`config.mk`:
```
export PLATFORM = sky130hd
export DESIGN_NAME = cfgio_window
export DESIGN_NICKNAME = d
export VERILOG_FILES = /design/src/rtl/cfgio_pkg.sv /design/src/rtl/cfgio_lane_decode.sv /design/src/rtl/cfgio_wdata_place.sv /design/src/rtl/cfgio_rdata_align.sv /design/src/rtl/cfgio_window.sv
export SDC_FILE = /design/constraint.sdc
export NUM_CORES = 1
export LEC_CHECK = 0
export BUFFER_PORTS_ARGS = -buffer_cell sky130_fd_sc_hd__clkbuf_2
export CORE_ASPECT_RATIO = 1.4
export CORE_MARGIN = 2
export CORE_UTILIZATION = 30
export CTS_BUF_LIST = sky130_fd_sc_hd__clkbuf_4
export DETAILED_ROUTE_END_ITERATION = 16
export GPL_TIMING_DRIVEN = 0
export PLACE_DENSITY = 0.57
export SLEW_MARGIN = 20
export SYNTH_ARGS = -nofsm -noshare
export SYNTH_HDL_FRONTEND = slang
export SYNTH_SLANG_ARGS = --single-unit
```
`constraint.sdc`:
```
create_clock -name clk -period 2.3 [get_ports clk]
set_clock_uncertainty 0.05 [all_clocks]
set_input_delay 0 -clock clk [delete_from_list [all_inputs] [get_ports clk]]
set_output_delay 0 -clock clk [all_outputs]
set_load 0.005 [all_outputs]
```
`src/rtl/cfgio_pkg.sv`:
```
package cfgio_pkg;
    localparam int DATA_W  = 32;
    localparam int LANES   = DATA_W / 8;
    localparam int LANE_W  = $clog2(LANES);

    typedef enum logic [2:0] {
        ST_IDLE,
        ST_GAP,
        ST_REQ,
        ST_WAIT,
        ST_DONE
    } win_state_e;

    function automatic logic [DATA_W-1:0] size_mask(input logic [1:0] size);
        case (size)
            2'd0:    size_mask = 32'h0000_00FF;
            2'd1:    size_mask = 32'h0000_FFFF;
            default: size_mask = 32'hFFFF_FFFF;
        endcase
    endfunction
endpackage

```
`src/rtl/cfgio_lane_decode.sv`:
```
module cfgio_lane_decode
    import cfgio_pkg::*;
(
    input  logic [1:0]        size,
    input  logic [LANE_W-1:0] offset,
    output logic [LANE_W-1:0] lane,
    output logic [LANES-1:0]  be
);
    always_comb begin
        case (size)
            2'd0: begin
                lane = offset;
                be   = 4'b0001 << offset;
            end
            2'd1: begin
                lane = {offset[1], 1'b0};
                be   = 4'b0011 << {offset[1], 1'b0};
            end
            default: begin
                lane = '0;
                be   = '1;
            end
        endcase
    end
endmodule

```
`src/rtl/cfgio_wdata_place.sv`:
```
module cfgio_wdata_place
    import cfgio_pkg::*;
(
    input  logic [DATA_W-1:0] wdata,
    input  logic [1:0]        size,
    input  logic [LANE_W-1:0] lane,
    output logic [DATA_W-1:0] placed
);
    always_comb placed = (wdata & size_mask(size)) << {lane, 3'b000};
endmodule

```
`src/rtl/cfgio_rdata_align.sv`:
```
module cfgio_rdata_align
    import cfgio_pkg::*;
(
    input  logic [DATA_W-1:0] raw,
    input  logic [1:0]        size,
    input  logic [LANE_W-1:0] lane,
    output logic [DATA_W-1:0] aligned
);
    always_comb aligned = (raw >> {lane, 3'b000}) & size_mask(size);
endmodule

```
`src/rtl/cfgio_window.sv`:
```
module cfgio_window
    import cfgio_pkg::*;
#(
    parameter int          REG_ADDR_W  = 12,
    parameter logic [11:0] ADDR_OFS    = 12'h064,
    parameter logic [11:0] CFG_WIN_OFS = 12'h068,
    parameter logic [11:0] IO_WIN_OFS  = 12'h06C,
    parameter int          TURN_CYCLES = 2
) (
    input  logic                  clk,
    input  logic                  rst_n,
    input  logic                  rb_valid,
    input  logic                  rb_write,
    input  logic [REG_ADDR_W-1:0] rb_addr,
    input  logic [1:0]            rb_size,
    input  logic [31:0]           rb_wdata,
    output logic                  rb_ready,
    output logic [31:0]           rb_rdata,
    output logic                  dn_req_valid,
    output logic                  dn_req_is_cfg,
    output logic                  dn_req_write,
    output logic [31:0]           dn_req_addr,
    output logic [3:0]            dn_req_be,
    output logic [31:0]           dn_req_wdata,
    input  logic                  dn_rsp_valid,
    input  logic [31:0]           dn_rsp_rdata
);
    localparam int GAP_W = (TURN_CYCLES > 1) ? $clog2(TURN_CYCLES) : 1;
    localparam int CHK_W = GAP_W + 2;

    typedef struct packed {
        win_state_e        st;
        logic [31:0]       tgt;
        logic              is_cfg;
        logic              wr;
        logic [1:0]        size;
        logic [LANE_W-1:0] lane;
        logic [LANES-1:0]  be;
        logic [31:0]       wdata;
        logic [31:0]       raddr;
        logic [31:0]       rdata;
        logic [GAP_W-1:0]  gap;
        logic              last_cfg;
        logic              have_last;
    } win_regs_t;

    win_regs_t r_q, r_d;

    logic              hit_tgt, hit_cfg, hit_io;
    logic [LANE_W-1:0] off_w, lane_w;
    logic [LANES-1:0]  be_w;
    logic [31:0]       placed_w, aligned_w;

    assign hit_tgt = rb_addr[REG_ADDR_W-1:2] == ADDR_OFS[REG_ADDR_W-1:2];
    assign hit_cfg = rb_addr[REG_ADDR_W-1:2] == CFG_WIN_OFS[REG_ADDR_W-1:2];
    assign hit_io  = rb_addr[REG_ADDR_W-1:2] == IO_WIN_OFS[REG_ADDR_W-1:2];
    assign off_w   = hit_cfg ? rb_addr[1:0] : r_q.tgt[1:0];

    cfgio_lane_decode i_lane (
        .size   (rb_size),
        .offset (off_w),
        .lane   (lane_w),
        .be     (be_w)
    );

    cfgio_wdata_place i_place (
        .wdata  (rb_wdata),
        .size   (rb_size),
        .lane   (lane_w),
        .placed (placed_w)
    );

    cfgio_rdata_align i_align (
        .raw     (dn_rsp_rdata),
        .size    (r_q.size),
        .lane    (r_q.lane),
        .aligned (aligned_w)
    );

    always_comb begin
        r_d = r_q;
        case (r_q.st)
            ST_IDLE: begin
                if (rb_valid) begin
                    if (hit_cfg || hit_io) begin
                        r_d.is_cfg    = hit_cfg;
                        r_d.wr        = rb_write;
                        r_d.size      = rb_size;
                        r_d.lane      = lane_w;
                        r_d.be        = be_w;
                        r_d.wdata     = rb_write ? placed_w : '0;
                        r_d.raddr     = hit_cfg ? {8'h00, r_q.tgt[23:2], 2'b00}
                                                : {16'h0000, r_q.tgt[15:0]};
                        r_d.last_cfg  = hit_cfg;
                        r_d.have_last = 1'b1;
                        if (TURN_CYCLES > 0 && r_q.have_last && (r_q.last_cfg != hit_cfg)) begin
                            r_d.st  = ST_GAP;
                            r_d.gap = GAP_W'(TURN_CYCLES - 1);
                        end else begin
                            r_d.st = ST_REQ;
                        end
                    end else begin
                        r_d.rdata = '0;
                        if (hit_tgt) begin
                            if (rb_write) r_d.tgt = rb_wdata;
                            else          r_d.rdata = r_q.tgt;
                        end
                        r_d.st = ST_DONE;
                    end
                end
            end
            ST_GAP: begin
                if (r_q.gap == '0) r_d.st = ST_REQ;
                else               r_d.gap = r_q.gap - 1'b1;
            end
            ST_REQ: r_d.st = ST_WAIT;
            ST_WAIT: begin
                if (dn_rsp_valid) begin
                    r_d.rdata = r_q.wr ? '0 : aligned_w;
                    r_d.st    = ST_DONE;
                end
            end
            default: r_d.st = ST_IDLE;
        endcase
    end

    always_ff @(posedge clk or negedge rst_n) begin
        if (!rst_n) r_q <= '{st: ST_IDLE, default: '0};
        else        r_q <= r_d;
    end

    assign rb_ready      = r_q.st == ST_DONE;
    assign rb_rdata      = r_q.rdata;
    assign dn_req_valid  = r_q.st == ST_REQ;
    assign dn_req_is_cfg = r_q.is_cfg;
    assign dn_req_write  = r_q.wr;
    assign dn_req_addr   = r_q.raddr;
    assign dn_req_be     = r_q.be;
    assign dn_req_wdata  = r_q.wdata;

    // Independent tracking for the turnaround check
    logic [CHK_W-1:0] since_acc_q;
    logic             chk_prev_cfg_q, chk_have_q;

    always_ff @(posedge clk or negedge rst_n) begin
        if (!rst_n) begin
            since_acc_q    <= '0;
            chk_prev_cfg_q <= 1'b0;
            chk_have_q     <= 1'b0;
        end else begin
            if (r_q.st == ST_IDLE && rb_valid)         since_acc_q <= '0;
            else if (since_acc_q != {CHK_W{1'b1}})     since_acc_q <= since_acc_q + 1'b1;
            if (dn_req_valid) begin
                chk_prev_cfg_q <= dn_req_is_cfg;
                chk_have_q     <= 1'b1;
            end
        end
    end


    turnaround_gap_chk: assert property (@(posedge clk) disable iff (!rst_n)
        (dn_req_valid && chk_have_q && (chk_prev_cfg_q != dn_req_is_cfg))
            |-> (since_acc_q >= CHK_W'(TURN_CYCLES)));


    req_pulse_chk: assert property (@(posedge clk) disable iff (!rst_n)
        dn_req_valid |=> !dn_req_valid);


    ready_after_rsp_chk: assert property (@(posedge clk) disable iff (!rst_n)
        (r_q.st == ST_WAIT && !dn_rsp_valid) |=> !rb_ready);


    ready_pulse_chk: assert property (@(posedge clk) disable iff (!rst_n)
        rb_ready |=> !rb_ready);


    be_shape_chk: assert property (@(posedge clk) disable iff (!rst_n)
        dn_req_valid |-> ($countones(dn_req_be) == 1 || dn_req_be == 4'h3 ||
                          dn_req_be == 4'hC || dn_req_be == 4'hF));


    cfg_addr_form_chk: assert property (@(posedge clk) disable iff (!rst_n)
        (dn_req_valid && dn_req_is_cfg) |-> (dn_req_addr[1:0] == 2'b00 && dn_req_addr[31:24] == 8'h00));
endmodule

```
==> impl_metrics.ini, run 1 <==
[yosys]
synth.distinct_cells = 56
synthCells = 716
synthTopCellsByArea = dfrtp_1 (47%), buf_4 (11%), nand2_1 (7.6%)
synth_edf_count = 0
yosysTopAreaCellShare = 0.472
synth_common_cells = nand2_1 (145), dfrtp_1 (135), buf_4 (105)
ys_seq_area_frac = 0.472
yosys.area.top_type = dfrtp_1
synth_most_common_cell = nand2_1
syn_area_um2 = 7150
synth_flop_cell = dfrtp_1
synth.avg_cell_area_um2 = 9.99
synth_seq_cells = 135
async_reset_ff_frac = 1.00
ys_warn_count = 0

[drt]
vias = 6159
dr.pass1.iters = 5
wl_per_cell_um = 17.8
drc = 0
drt_iter0_markers = 476
drt-total-wl_um = 23300
avgViaCountPerCell = 4.71
ant_nets = 0

[worst_setup_path]
arrival_ps = 2510
required_ps = 2660
reg2regPathDepth = 7
crit_type = reg -> reg
crit_path_end_kind = register
cp_max_fo = 10
startpoint_type = register
rrSetupSlack_ps = 150

[placed_design]
portBuffers = 177
place_congestion = 0.902
dpl.hpwl_um = 18100
dp_cells = 1207

[cells_and_area]
stdcell_count = 1309
drive_gt1_frac = 0.391
nets = 1073
syn_to_final_growth_pct = 32.9
fillers = 2363

[cts]
clockBufferDepth = 2
path_clk_slew_ps = 120
cts.root.buffer_cell = clkbuf_4
cts_htree_levels = 4
post_cts_buffers = 0
cts_tree = yes
clkLatencyLatePin_ps = 530
cts_sinks = 135
numCtsBuffers = 17

[floorplan]
coreArea_um2 = 23400
fp-row-count = 66
die_w_um = 134
die_area_um2 = 25100
initial_core_util = 0.306
die_h_um = 187
ios = 187

[grt]
met2_usage = 0.332
grt-ovfl-total = 0
top_usage_layer = met2
grt_pass1_vias = 6274
gr-usage-met1 = 0.230
grt_pass1_wl_um = 35200
grtUsageTotal = 0.186
grt_max_degree = 70
use_met3 = 0.0310
antenna_found_initial = 1

[sta]
hold_slack_ps = 56.7
clock.fmax_mhz = 465
relSlewSlack = 0.595
rsz0062_at_grt = no
fin_crit_sh = 0.935
slew_violations = 0
setup_tns_ps = 0
max_slew.worst_pin.slew_ps = 607
hold_viol_final = 0
fin_crit_ps = 2150
setup_viol = 0

[outcome]
run_status = completed

[min_path]
min_path_cells = 5
hp-class = in -> reg

[pwr]
p_leak_nw = 4.83
powerDensity_nw_per_um2 = 531
ir_drop_v = 0.000330

[run]
maxCapViolCount = 0
## through the flow
| step | util | cell area (um^2) | power (mW) | worst slack, ps |
|---|---|---|---|---|
| 2_1_floorplan | - | 7180 | 2.88 | 477 |
| 3_3_place_gp | 0.361 | 8450 | 3.23 | -1170 |
| 4_1_cts | 0.406 | 9490 | 5.09 | 58.9 |
| 3_5_place_dp | 0.363 | 8480 | 3.24 | -90.9 |
| 6_report | 0.407 | 9500 | 5.04 | 150 |
| 5_1_grt | 0.407 | 9500 | 5.27 | 59.3 |
## cell usage in the layout (no fill, tap or decap), types with 3 or more instances in the layout
cell	n
nand2_1	145
a32o_1	6
a22oi_1	41
nor2_1	6
o311ai_0	3
o31a_1	5
clkbuf_2	177
clkinv_1	4
nor2b_1	4
a22o_1	8
dfrtp_1	135
and3_1	3
mux2_2	40
nand3_1	9
clkbuf_1	14
bufinv_16	4
o21ai_1	27
nand2b_1	11
buf_6	7
a32oi_1	10
buf_2	13
clkbuf_4	20
buf_4	105
conb_1	8
o21ai_0	46
mux2i_1	19
dlygate4sd3_1	70
inv_1	13
## where the power goes
| group | internal [mW] | switching (mW) | total, mW |
|---|---|---|---|
| clock | 0.880 | 0.868 | 1.75 |
| combinational | 0.327 | 0.502 | 0.829 |
| sequential | 2.41 | 0.0527 | 2.47 |
| total | 3.62 | 1.42 | 5.04 |
## sequential cells by signal, summed over array words and instances (netlist names)
| name | cells |
|---|---|
| dn_req_be | 4 |
| rb_rdata | 32 |
| dn_req_addr | 24 |
| r_q | 42 |
| dn_req_wdata | 32 |
| dn_req_write | 1 |
## cells by family after synthesis
kind of cell / after synthesis / share of synthesized area
buffers and inverters: 155 / 0.146
flip-flops: 135 / 0.472
AO/OA/AOI/OAI: 162 / 0.152
other: 1 / 0.000524
AND/OR/NAND/NOR: 200 / 0.131
XOR/XNOR: 1 / 0.00123
multiplexers: 62 / 0.0962
## routing by layer
| metal | wire, um | share of wire |
|---|---|---|
| met5 | 0 | 0 |
| met3 | 1120 | 0.048 |
| met1 | 9720 | 0.42 |
| met4 | 320 | 0.014 |
| met2 | 12100 | 0.52 |
## critical path, stage by stage (launching register included)
cell and delay [ps]:
dfrtp_1 330, buf_2 220, buf_2 310, buf_2 350
mux2i_1 270, o21ai_0 200, a22oi_1 220, o21ai_1 80
## area by class of cell
cell class              count  area [um^2]  area share
diodes                      1         2.50    0.000263
multi-input cells         433         2760       0.291
repair buffers            248         1620       0.171
flip-flops and latches    135         3380       0.356
clock inverters            11          156      0.0165
inverters                  13         48.8     0.00514
well taps                 306          383      0.0403
plain buffers             142          997       0.105
clock buffers              20          150      0.0158
## timing repair
item | CTS | global route
hold endpoints to repair | 237 | 0
gates resized for setup | 0 | 2
hold buffers | 70 | 0
endpoints found under the setup margin | 0 | 34
## final timing paths
path                                                  start                          end
worst min-delay path                       dn_rsp_rdata[13]     rb_rdata[13]$_DFFE_PN0P_
worst max-delay path                   r_q[103]$_DFFE_PN0P_      rb_rdata[7]$_DFFE_PN0P_
worst max register to register         r_q[103]$_DFFE_PN0P_      rb_rdata[7]$_DFFE_PN0P_
min in group asynchronous                             rst_n  dn_req_wdata[4]$_DFFE_PN0P_
worst min register to register  dn_req_addr[19]$_DFFE_PN0P_  dn_req_addr[19]$_DFFE_PN0P_
max in group asynchronous                             rst_n  dn_req_addr[18]$_DFFE_PN0P_
(Power assumes the default switching activity.)
==> run 2, diff against run 1 <==
--- a/config.mk
+++ b/config.mk
@@ -5,7 +5,7 @@
 export SDC_FILE = /design/constraint.sdc
 export NUM_CORES = 1
 export LEC_CHECK = 0
-export BUFFER_PORTS_ARGS = -buffer_cell sky130_fd_sc_hd__clkbuf_2
+export BUFFER_PORTS_ARGS = -buffer_cell sky130_fd_sc_hd__buf_2
 export CORE_ASPECT_RATIO = 1.4
 export CORE_MARGIN = 2
 export CORE_UTILIZATION = 30
==> impl_metrics.ini, run 2 (synthesized netlist as in run 1, its figures left out) <==
[worst_setup_path]
path_cells = buf_2, buf_2, buf_2, mux2i_1, o21ai_0, a22oi_1, o21ai_1
crit_top_cell = buf_2
crit_slowest_cell = dfrtp_1
required_ps = 2690
cp_num_buf_inv = 3
crit_path_end_kind = register
startpoint_type = register
arrival_ps = 2610
critPathMaxStageDelay_ps = 350
cp_top_family = buffers and inverters
crit_type = reg -> reg
cp_max_fo = 10

[floorplan]
ios = 187
die_area_um2 = 25100
coreArea_um2 = 23400
initial_core_util = 0.306
fp-row-count = 66
die_w_um = 134
die_h_um = 187

[sta]
rsz0062_at_grt = no
max_slew.worst_pin.slew_ps = 691
clock.fmax_mhz = 451
fin_crit_sh = 0.964
setup_viol = 0
hold_slack_ps = 45.1
fin_crit_ps = 2220
setup_ws_ps = 83.1
relSlewSlack = 0.526
slew_violations = 0
hold_viol_final = 0

[grt]
grtUsageTotal = 0.190
antenna_found_initial = 1
grt-ovfl-total = 0
grt_max_degree = 97
grt_pass1_wl_um = 35800
grt_pass1_vias = 6194

[cts]
cts_htree_levels = 4
cts_sinks = 135
path_clk_slew_ps = 130
cts_tree = yes
cts.root.buffer_cell = clkbuf_4
numCtsBuffers = 17
clkLatencyLatePin_ps = 570
clockBufferDepth = 2

[placed_design]
dp_cells = 1207
post-place-ws_ps = -97.6
dpl_cell_area_um2 = 8480
place_congestion = 0.901
portBuffers = 177
dpl.hpwl_um = 18100

[pwr]
p_sw_frac = 0.302
seqPwrFrac = 0.491
powerDensity_nw_per_um2 = 524
p_sw_mw = 1.52
pwr-share-clk = 0.341
p_int_mw = 3.51
ir_drop_v = 0.000337
p_leak_nw = 4.94
comb_power_share = 0.168

[min_path]
hp-class = in -> reg

[cells_and_area]
design_area_um2 = 9580
final_core_util = 0.410
seq_area_um2 = 3380
drive_gt1_frac = 0.394
syn_to_final_growth_pct = 34.0
fillers = 2364
largest_register_ffs = 42
final_common_cell = buf_2
final_cell_mix = buf_2 (189), nand2_1 (145), dfrtp_1 (135), buf_4 (106), dlygate4sd3_1 (76)
nets = 1081
multi_input_area_um2 = 2760
largest_register = r_q
stdcell_count = 1318

[drt]
drt_iter0_markers = 497
avgViaCountPerCell = 4.72
drt-total-wl_um = 23700
drc = 0
vias = 6219
ant_nets = 0
dr.pass1.iters = 5
wl_per_cell_um = 18.0

[outcome]
run_status = completed

[run]
maxCapViolCount = 0
run 2: per-layer routing:
layer  vias up  part of all wire  track usage
li1       2961                 -            -
met4         0             0.028       0.0640
met5         -                 0            0
met1      2971              0.41        0.238
met3        41             0.061       0.0369
met2       246              0.50        0.328
run 2: through the flow:
stage	TNS [ps]	total power [mW]
finish	0	5.02
global route	0	5.26
CTS	0	5.06
detailed placement	-354	3.24
global placement	-105560	3.23
floorplan	0	2.88
run 2: worst reg2reg max path: stages (launching register included):
cell	delay [ps]
dfrtp_1	350
buf_2	230
buf_2	320
buf_2	350
mux2i_1	280
o21ai_0	210
a22oi_1	220
o21ai_1	80
run 2: worst paths after layout:
kind	start	endpoint	slack (ps)	cells past startpoint
worst max-delay path	r_q[103]$_DFFE_PN0P_	rb_rdata[7]$_DFFE_PN0P_	80	7
worst min-delay path	dn_rsp_rdata[4]	rb_rdata[4]$_DFFE_PN0P_	50	5
worst max register to register	r_q[103]$_DFFE_PN0P_	rb_rdata[7]$_DFFE_PN0P_	80	7
worst min register to register	dn_req_addr[6]$_DFFE_PN0P_	dn_req_addr[6]$_DFFE_PN0P_	440	2
max in group asynchronous	rst_n	rb_rdata[14]$_DFFE_PN0P_	1270	4
min in group asynchronous	rst_n	dn_req_wdata[4]$_DFFE_PN0P_	430	4
run 2: power groups by stage:
| stage | logic [mW] | registers (mW) | clock network, mW |
|---|---|---|---|
| floorplan | 0.385 | 2.49 | 0 |
| global route | 0.925 | 2.47 | 1.86 |
| finish | 0.846 | 2.47 | 1.71 |
| global placement | 0.725 | 2.51 | 0 |
| detailed placement | 0.733 | 2.50 | 0 |
| CTS | 0.839 | 2.46 | 1.76 |
run 2: cell type report:
type / instances / area share
flip-flops and latches: 135 / 0.353
multi-input cells: 433 / 0.288
repair buffers: 256 / 0.179
plain buffers: 142 / 0.104
well taps: 306 / 0.0400
clock inverters: 15 / 0.0184
clock buffers: 17 / 0.0133
inverters: 13 / 0.00509
diodes: 1 / 0.000261
run 2: repair_timing:
item	4_1_cts	5_1_grt
hold buffers	77	0
setup endpoints to repair	0	63
buffers inserted	0	1
hold endpoints to repair	238	0
gates resized for setup	0	1
